## src/rtl/tlb_inval_pkg.sv

```systemverilog
package tlb_inval_pkg;

  typedef enum logic [1:0] {
    GR_RSVD   = 2'b00,
    GR_GLOBAL = 2'b01,
    GR_DOMAIN = 2'b10,
    GR_PAGE   = 2'b11
  } gran_e;

  typedef enum logic [2:0] {
    S_IDLE,
    S_WAIT_CTX,
    S_FLUSH,
    S_INVAL,
    S_DONE
  } seq_e;

  localparam int REG_W     = 64;
  localparam int REG_BYTES = REG_W / 8;
  localparam int GO_BIT    = 63;
  localparam int RQG_LO    = 60;
  localparam int ACG_LO    = 57;
  localparam int ERR_BIT   = 56;
  localparam int TGT_W     = 48;

endpackage

```

## src/rtl/tlb_inval_gran.sv

```systemverilog
module tlb_inval_gran
  import tlb_inval_pkg::*;
#(
  parameter bit PAGE_OK = 1'b1
) (
  input  gran_e req_gran,
  output gran_e use_gran
);

  generate
    if (PAGE_OK) begin : g_page
      always_comb begin
        unique case (req_gran)
          GR_PAGE:   use_gran = GR_PAGE;
          GR_DOMAIN: use_gran = GR_DOMAIN;
          default:   use_gran = GR_GLOBAL;
        endcase
      end
    end else begin : g_nopage
      always_comb begin
        unique case (req_gran)
          GR_PAGE,
          GR_DOMAIN: use_gran = GR_DOMAIN;
          default:   use_gran = GR_GLOBAL;
        endcase
      end
    end
  endgenerate

endmodule

```

## src/rtl/tlb_inval_regs.sv

```systemverilog
module tlb_inval_regs
  import tlb_inval_pkg::*;
#(
  parameter int              ADDR_W    = 12,
  parameter logic [ADDR_W-1:0] BASE_ADDR = 12'h108
) (
  input  logic              clk,
  input  logic              rst_n,
  input  logic              wr_en,
  input  logic [ADDR_W-1:0] wr_addr,
  input  logic [REG_BYTES-1:0] wr_be,
  input  logic [REG_W-1:0]  wr_data,
  input  logic              done,
  input  gran_e             done_gran,
  output logic              go,
  output gran_e             req_gran,
  output logic [REG_W-1:0]  rd_data
);

  localparam int LANE_BITS = $clog2(REG_BYTES);
  localparam int TGT_BYTES = TGT_W / 8;
  localparam int TOP_LANE  = REG_BYTES - 1;

  logic             go_q;
  gran_e            rqg_q;
  gran_e            acg_q;
  logic             err_q;
  logic [TGT_W-1:0] tgt_q;

  logic hit, idle_wr, busy_wr, top_wr;

  assign hit     = wr_en && (wr_addr[ADDR_W-1:LANE_BITS] == BASE_ADDR[ADDR_W-1:LANE_BITS]);
  assign idle_wr = hit && !go_q;
  assign busy_wr = hit && go_q;
  assign top_wr  = idle_wr && wr_be[TOP_LANE];

  // target field, one register per byte lane
  genvar b;
  generate
    for (b = 0; b < TGT_BYTES; b++) begin : g_lane
      always_ff @(posedge clk) begin
        if (!rst_n)
          tgt_q[b*8 +: 8] <= '0;
        else if (idle_wr && wr_be[b])
          tgt_q[b*8 +: 8] <= wr_data[b*8 +: 8];
      end
    end
  endgenerate

  // request bit and requested granularity
  always_ff @(posedge clk) begin
    if (!rst_n) begin
      go_q  <= 1'b0;
      rqg_q <= GR_RSVD;
    end else if (done) begin
      go_q  <= 1'b0;
    end else if (top_wr) begin
      go_q  <= wr_data[GO_BIT];
      rqg_q <= gran_e'(wr_data[RQG_LO +: 2]);
    end
  end

  // granularity used, written by hardware only
  always_ff @(posedge clk) begin
    if (!rst_n)
      acg_q <= GR_RSVD;
    else if (done)
      acg_q <= done_gran;
  end

  // sticky protocol error
  always_ff @(posedge clk) begin
    if (!rst_n)
      err_q <= 1'b0;
    else if (busy_wr)
      err_q <= 1'b1;
    else if (top_wr && wr_data[ERR_BIT])
      err_q <= 1'b0;
  end

  assign go       = go_q;
  assign req_gran = rqg_q;
  assign rd_data  = {go_q, 1'b0, rqg_q, 1'b0, acg_q, err_q, 8'h00, tgt_q};

  logic unused_wr_bits;
  assign unused_wr_bits = ^{wr_addr[LANE_BITS-1:0], wr_data[62], wr_data[59:57],
                            wr_data[55:48], wr_be[TOP_LANE-1:TGT_BYTES]};


  busy_ignore_chk: assert property (@(posedge clk) disable iff (!rst_n)
    busy_wr |=> ($stable(tgt_q) && $stable(rqg_q) && err_q));


  go_source_chk: assert property (@(posedge clk) disable iff (!rst_n)
    $rose(go_q) |-> $past(top_wr && wr_data[GO_BIT]));


  done_clear_chk: assert property (@(posedge clk) disable iff (!rst_n)
    done |=> !go_q);


  err_w1c_chk: assert property (@(posedge clk) disable iff (!rst_n)
    (top_wr && wr_data[ERR_BIT]) |=> !err_q);


  acg_hold_chk: assert property (@(posedge clk) disable iff (!rst_n)
    !done |=> $stable(acg_q));

endmodule

```

## src/rtl/tlb_inval_seq.sv

```systemverilog
module tlb_inval_seq
  import tlb_inval_pkg::*;
#(
  parameter bit FLUSH_CAP = 1'b1
) (
  input  logic  clk,
  input  logic  rst_n,
  input  logic  go,
  input  gran_e use_gran,
  input  logic  ctx_pend,
  input  logic  flush_ack,
  input  logic  tlb_ack,
  output logic  flush_req,
  output logic  tlb_req,
  output gran_e tlb_gran,
  output logic  done,
  output gran_e done_gran
);

  seq_e  state_q, state_d;
  gran_e gran_q;
  logic  flushed_q;
  logic  need_flush;

  assign need_flush = FLUSH_CAP && !flushed_q;

  always_comb begin
    state_d = state_q;
    unique case (state_q)
      S_IDLE: begin
        if (go) begin
          if (ctx_pend)       state_d = S_WAIT_CTX;
          else if (FLUSH_CAP) state_d = S_FLUSH;
          else                state_d = S_INVAL;
        end
      end
      S_WAIT_CTX: begin
        if (!ctx_pend) state_d = need_flush ? S_FLUSH : S_INVAL;
      end
      S_FLUSH: begin
        if (flush_ack) state_d = ctx_pend ? S_WAIT_CTX : S_INVAL;
      end
      S_INVAL: begin
        if (tlb_ack) state_d = S_DONE;
      end
      S_DONE:  state_d = S_IDLE;
      default: state_d = S_IDLE;
    endcase
  end

  always_ff @(posedge clk) begin
    if (!rst_n) begin
      state_q   <= S_IDLE;
      gran_q    <= GR_GLOBAL;
      flushed_q <= 1'b0;
    end else begin
      state_q <= state_d;
      if (state_q == S_IDLE && go) begin
        gran_q    <= use_gran;
        flushed_q <= 1'b0;
      end else if (state_q == S_FLUSH && flush_ack) begin
        flushed_q <= 1'b1;
      end
    end
  end

  generate
    if (FLUSH_CAP) begin : g_flush
      assign flush_req = (state_q == S_FLUSH);
    end else begin : g_noflush
      assign flush_req = 1'b0;
      logic unused_flush_ack;
      assign unused_flush_ack = flush_ack;
    end
  endgenerate

  assign tlb_req   = (state_q == S_INVAL);
  assign tlb_gran  = gran_q;
  assign done      = tlb_req && tlb_ack;
  assign done_gran = gran_q;


  req_mutex_chk: assert property (@(posedge clk) disable iff (!rst_n)
    !(tlb_req && flush_req));


  tlb_hold_chk: assert property (@(posedge clk) disable iff (!rst_n)
    (tlb_req && !tlb_ack) |=> tlb_req);


  flush_hold_chk: assert property (@(posedge clk) disable iff (!rst_n)
    (flush_req && !flush_ack) |=> flush_req);


  ctx_gate_chk: assert property (@(posedge clk) disable iff (!rst_n)
    ($rose(tlb_req) || $rose(flush_req)) |-> !$past(ctx_pend));


  flush_first_chk: assert property (@(posedge clk) disable iff (!rst_n)
    $rose(tlb_req) |-> (flushed_q == FLUSH_CAP));

endmodule

```

## src/rtl/tlb_inval_ctl.sv

```systemverilog
module tlb_inval_ctl
  import tlb_inval_pkg::*;
#(
  parameter int              ADDR_W    = 12,
  parameter logic [ADDR_W-1:0] BASE_ADDR = 12'h108,
  parameter bit              FLUSH_CAP = 1'b1,
  parameter bit              PAGE_OK   = 1'b1
) (
  input  logic              clk,
  input  logic              rst_n,
  input  logic              wr_en,
  input  logic [ADDR_W-1:0] wr_addr,
  input  logic [7:0]        wr_be,
  input  logic [63:0]       wr_data,
  output logic [63:0]       rd_data,
  input  logic              ctx_pend,
  output logic              flush_req,
  input  logic              flush_ack,
  output logic              tlb_req,
  output logic [1:0]        tlb_gran,
  input  logic              tlb_ack
);

  logic  go, done;
  gran_e req_gran, use_gran, done_gran, seq_gran;

  tlb_inval_regs #(
    .ADDR_W   (ADDR_W),
    .BASE_ADDR(BASE_ADDR)
  ) u_regs (
    .clk      (clk),
    .rst_n    (rst_n),
    .wr_en    (wr_en),
    .wr_addr  (wr_addr),
    .wr_be    (wr_be),
    .wr_data  (wr_data),
    .done     (done),
    .done_gran(done_gran),
    .go       (go),
    .req_gran (req_gran),
    .rd_data  (rd_data)
  );

  tlb_inval_gran #(.PAGE_OK(PAGE_OK)) u_gran (
    .req_gran(req_gran),
    .use_gran(use_gran)
  );

  tlb_inval_seq #(.FLUSH_CAP(FLUSH_CAP)) u_seq (
    .clk      (clk),
    .rst_n    (rst_n),
    .go       (go),
    .use_gran (use_gran),
    .ctx_pend (ctx_pend),
    .flush_ack(flush_ack),
    .tlb_ack  (tlb_ack),
    .flush_req(flush_req),
    .tlb_req  (tlb_req),
    .tlb_gran (seq_gran),
    .done     (done),
    .done_gran(done_gran)
  );

  assign tlb_gran = seq_gran;


  ack_clears_go_chk: assert property (@(posedge clk) disable iff (!rst_n)
    (tlb_req && tlb_ack) |=> !rd_data[GO_BIT]);


  gran_legal_chk: assert property (@(posedge clk) disable iff (!rst_n)
    tlb_req |-> (tlb_gran != 2'b00) && (PAGE_OK || tlb_gran != 2'b11));

endmodule

```

## config.mk

```make
export PLATFORM = sky130hd
export DESIGN_NAME = tlb_inval_ctl
export DESIGN_NICKNAME = d
export VERILOG_FILES = /design/src/rtl/tlb_inval_pkg.sv /design/src/rtl/tlb_inval_gran.sv /design/src/rtl/tlb_inval_regs.sv /design/src/rtl/tlb_inval_seq.sv /design/src/rtl/tlb_inval_ctl.sv
export SDC_FILE = /design/constraint.sdc
export NUM_CORES = 1
export LEC_CHECK = 0
export ABC_AREA = 0
export BUFFER_PORTS_ARGS = -buffer_cell sky130_fd_sc_hd__buf_2
export CORE_ASPECT_RATIO = 1.1
export CORE_MARGIN = 5
export CORE_UTILIZATION = 40
export DETAILED_ROUTE_END_ITERATION = 10
export PLACE_DENSITY = 0.74
export SLEW_MARGIN = 20
export SYNTH_ARGS = -nofsm -noshare
export SYNTH_HDL_FRONTEND = slang
export SYNTH_SLANG_ARGS = --single-unit
```

## constraint.sdc

```tcl
create_clock -name clk -period 3.2 [get_ports clk]
set_input_delay 0.64 -clock clk [delete_from_list [all_inputs] [get_ports clk]]
set_output_delay 0.64 -clock clk [all_outputs]
set_load 0.01 [all_outputs]
```

After elaboration in Yosys (flattened, before gate mapping)
Index checks and enable logic that the tools add are counted.

cells by class
  muxes and demuxes = 11
  equality and inequality tests = 10
  reductions and logical operators = 21
  bitwise gates (word level) = 2

operators by type and width
  cell                                                              number
  1-bit logical AND                                                 14
  3-bit 2-to-1 mux                                                  4
  3-bit one-hot mux with 4 select lines                             1
  9-bit by 6-bit == test with 1-bit output (second input constant)  1
  3-bit by 2-bit == test with 1-bit output (second input constant)  2
  2-bit != test (second input constant)                             3
  2-bit == test (second input constant)                             2
  2-bit 2-to-1 mux                                                  2
  2-bit one-hot mux with 2 select lines                             1
  4-bit AND reduction                                               1
  2-bit OR reduction                                                2
  3-bit by 1-bit == test with 1-bit output (second input constant)  1
  3-bit logical NOT                                                 1
  1-bit 2-to-1 mux                                                  3
  2-bit by 1-bit != test with 1-bit output (second input constant)  1
  1-bit inverter                                                    2
  2-bit AND reduction                                               1
  2-bit nonzero test                                                1
  1-bit logical NOT                                                 1

word-level totals
  word-level logic and storage cells = 57
  register bits after elaboration = 60

Logic depth before layout (Yosys ltp)
  word-level depth = 7
  mapped depth = 5
  depth with buffers taken out = 3

By module
From an unflattened synthesis, not the netlist that was laid out.

second synthesis, totals
  cell total of the unflattened synthesis = 302
  area total of the unflattened synthesis = 2740.1 µm²

modules (own cells, without submodules)
  module          cells each  times used  area an instance (µm²)
  tlb_inval_regs  265         1           2421.1
  tlb_inval_seq   35          1           309.0
  tlb_inval_gran  2           1           10.0

Least setup slack after synthesis
Ideal clock, no wire load.

  kind = in2reg
  start = in wr_addr[7]
  end = reg u_regs.tgt_q[0], in the netlist u_regs.rd_data[0]
  data arrival time = 2.119 ns
  cell stages on the path = 4
  path slack = 1.009 ns
  setup time = 0.072 ns
  cell sequence = or4b_1 -> buf_6 -> nor4_4 -> mux2i_1

on the way
  longest elaborated chain between the ends = 4

ends and longest elaborated chain
  item                                      RTL line              RTL
  start, declared                           tlb_inval_ctl.sv:12   input logic [ADDR_W-1:0] wr_addr,
  9-bit by 6-bit == test with 1-bit output  tlb_inval_regs.sv:32  assign hit = wr_en && (wr_addr[ADDR_W-1:LANE_BITS] == BASE_ADDR[ADDR_W-1:LANE_BITS]);
  1-bit logical AND                         tlb_inval_regs.sv:32
  1-bit logical AND                         tlb_inval_regs.sv:33  assign idle_wr = hit && !go_q;
  1-bit logical AND                         tlb_inval_regs.sv:44  else if (idle_wr && wr_be[b])
  end signal, assigned by index             tlb_inval_regs.sv:45  tgt_q[b*8 +: 8] <= wr_data[b*8 +: 8];
  end, declared                             tlb_inval_regs.sv:28  logic [TGT_W-1:0] tgt_q;

Every way passes these cells.
A chain may end at the register's enable or synchronous reset.

Worst setup path in the final report
  start = in wr_addr[7]
  end = reg u_regs.tgt_q[9], in the netlist u_regs.rd_data[9]

The elaborated chain is that of the path after synthesis.

==> results.sh <==
export IMPL_run_status="finished clean"
export IMPL_power_density_nw_per_um2=405.9
export IMPL_cts_setup_buffers=0
export IMPL_p_int_mw=1.109
export IMPL_crit_family="simple AND/OR/NAND/NOR gates"
export IMPL_ant_nets=0
export IMPL_ys_warn_count=0
export IMPL_holdBufCountCts=0
export IMPL_share_comb_of_total_power=0.072
export IMPL_seqPwrFrac=0.521
export IMPL_cp_required_ns=3.45
export IMPL_final_cell_mix="buf_2 (131), nand2_1 (104), dfxtp_1 (60)"
export IMPL_fin_skew_ns=0.007655
export IMPL_vias=2370
export IMPL_critPathBufInv=2
export IMPL_rsz0062_at_grt="no"
export IMPL_clockPowerShare=0.407
export IMPL_maxCapViolCount=0
export IMPL_avgSynthCellArea_um2=9.137
export IMPL_hpwl_mm=4.982
export IMPL_p_sw_frac=0.2272
export IMPL_synth_edf_count=0
export IMPL_cts_tree="built"
export IMPL_critPathKind="in2reg"
export IMPL_whs_ns=0.4526
export IMPL_avgViaCountPerCell=4.665
export IMPL_diodes=0
export IMPL_min_period_ns=2.314
export IMPL_crit_chain="buf_2 > or4b_1 > nor4_4 > buf_4 > mux2i_1"
export IMPL_critPathMaxFanout=9
export IMPL_clock_path_buffers=2
export IMPL_cts_resized=0
export IMPL_row_count=31
export IMPL_grt_max_degree=45
export IMPL_synthArstFlopShare=0
export IMPL_worstHoldEndpoint="u_regs.rd_data[18]$_SDFFE_PN0P_"
export IMPL_port_buffer_count=131
export IMPL_synth_ff_type="dfxtp_1"
export IMPL_grt_antenna_before_repair=0
export IMPL_grt_first_pass_wirelength_mm=10.30
export IMPL_rr_worst_depth=3
export IMPL_start_util=0.4098
export IMPL_synth_cells=294
export IMPL_crit_arrival_ns=2.56
export IMPL_drt_iter0_markers=82
export IMPL_final_common_cell="buf_2"
export IMPL_ys_ff_latch=60
export IMPL_yosysUniqueCellTypes=30
export IMPL_finalMaxSlewViolations=0
export IMPL_htree_levels=3
export IMPL_netlist_area_um2=2686
export IMPL_drcViolationCount=0
export IMPL_numCtsBuffers=9
export IMPL_peakVddDrop_v=0.0002189
export IMPL_final_util=0.5392
export IMPL_start_kind="input pin"
export IMPL_r2r_slack_ns=1.49
export IMPL_drive_gt1_frac=0.3732
export IMPL_fin_crit_sh=0.7232
export IMPL_min_path_type="reg2reg"
export IMPL_grt_ovfl_total=0
export IMPL_drt_wl_total_mm=6.582
export IMPL_root_buffer="clkbuf_8"
export IMPL_hold_path_startpoint="u_regs.rd_data[18]$_SDFFE_PN0P_"
export IMPL_ys_seq_area_frac=0.4471
export IMPL_worstReg2RegStart="u_regs.go$_SDFFE_PP0P_"
export IMPL_slew_headroom=0.5068
export IMPL_cts_sinks=60
export IMPL_track_usage=0.1549
export IMPL_hold_depth=2
export IMPL_die_area_um2=8457
export IMPL_clock_latency_ns=0.33
export IMPL_p_switching_uw=325.9
export IMPL_total_power_mw=1.435
export IMPL_reg2reg_to="u_regs.req_gran[0]$_SDFFE_PN0P_"
export IMPL_dieWidth_um=88.14
export IMPL_fin_nets=512
export IMPL_tns_ns=0
export IMPL_setup_violations=0
export IMPL_fp_dieH_um=95.95
export IMPL_grt_pass1_vias=2272
export IMPL_core_um2=6555
export IMPL_crit_slowest_cell="or4b_1"
export IMPL_max_freq_mhz=432.1
export IMPL_io_pin_count=158
export IMPL_area_delta_synth_final_pct=31.58
export IMPL_tightest_slew_ns=0.7295
export IMPL_routedWlPerCell_um=12.96
export IMPL_cpPeakStageDelay_ns=0.84
export IMPL_endpoint_kind="flop"
export IMPL_first_pass_iters=4
export IMPL_p_leak_nw=1.627
export IMPL_gp_congestion=0.7776
export IMPL_final_hold_viol_count=0
export IMPL_clk_pin_slew_ns=0.06
-- cell families (layout without fill, tap and decap cells) --
family	Yosys count	after routing	share of synthesized area
AO/OA/AOI/OAI	10	10	0.02515
buffers and inverters	32	155	0.06567
flip-flops	60	60	0.4471
multiplexers	53	53	0.1975
other	1	10	0.001396
AND/OR/NAND/NOR	138	138	0.2632
-- through the flow --
step / std cells / setup slack, ns / area (µm²)
2_1_floorplan: 303 / 1.009 / 2720
5_1_grt: 508 / 0.8051 / 3535
3_3_place_gp: 493 / 0.5510 / 3366
6_report: 508 / 0.8857 / 3535
4_1_cts: 508 / 0.8813 / 3535
3_5_place_dp: 493 / 0.5280 / 3366
-- registers in the layout, summed over array words and instances, names as in the netlist --
name,count
u_regs.acg_q,2
u_seq.state_q,3
u_regs.req_gran,2
u_regs.go,1
u_seq.flushed_q,1
u_regs.err_q,1
u_seq.done_gran,2
u_regs.rd_data,48
-- layout make-up --
class                   count  area, µm²
repair buffers            139      715.7
clock buffers              13      158.9
multi-input cells         211       1343
inverters                   1      3.754
fillers                   605       3020
clock inverters             2      10.01
well taps                  82      102.6
flip-flops and latches     60       1201
-- metal layers --
layer | global-route usage | vias up | part of all wire
met5 | 0 | - | 0
met4 | 0.05668 | 0 | 0.014
met3 | 0.05651 | 9 | 0.097
met2 | 0.2550 | 84 | 0.48
met1 | 0.1851 | 1059 | 0.41
li1 | - | 1218 | -
-- power by group through the flow --
stage                     clock [mW]  combinational (mW)  sequential [mW]
after floorplan                    0              0.0620            0.764
after global placement             0               0.101            0.764
after global routing           0.646               0.117            0.747
after detailed placement           0               0.103            0.764
final                          0.585               0.103            0.747
after CTS                      0.613               0.103            0.747
-- worst min-delay path: cells and delay by family (launching register included) --
family           cells  cell delay (ns)
flip-flops           1             0.30
multiplexers         1             0.05
AND/OR/NAND/NOR      1             0.05
-- how the worst max path moves through the flow --
stage / start / end / slack (ns) / cells past startpoint
finish: wr_addr[7] / u_regs.rd_data[9]$_SDFFE_PN0P_ / 0.89 / 5
global route: wr_addr[7] / u_regs.rd_data[11]$_SDFFE_PN0P_ / 0.81 / 5
CTS: wr_addr[7] / u_regs.rd_data[9]$_SDFFE_PN0P_ / 0.88 / 5
detailed placement: wr_addr[7] / u_regs.rd_data[9]$_SDFFE_PN0P_ / 0.53 / 5
global placement: wr_addr[7] / u_regs.rd_data[11]$_SDFFE_PN0P_ / 0.55 / 5
floorplan: wr_addr[7] / u_regs.rd_data[0]$_SDFFE_PN0P_ / 1.01 / 4
-- cell usage after synthesis, types with 2 or more instances --
cell type / number / share of area
a21oi_1: 3 / 0.0056
and3b_1: 2 / 0.0065
buf_4: 13 / 0.036
clkbuf_1: 17 / 0.024
dfxtp_1: 60 / 0.45
mux2i_1: 53 / 0.20
nand2_1: 104 / 0.15
nand2b_1: 7 / 0.016
nor2_1: 5 / 0.0070
nor4_1: 3 / 0.0070
nor4_4: 6 / 0.048
o22ai_1: 2 / 0.0047
or4b_1: 2 / 0.0075
Note: power is estimated with default switching activity, not from simulation.
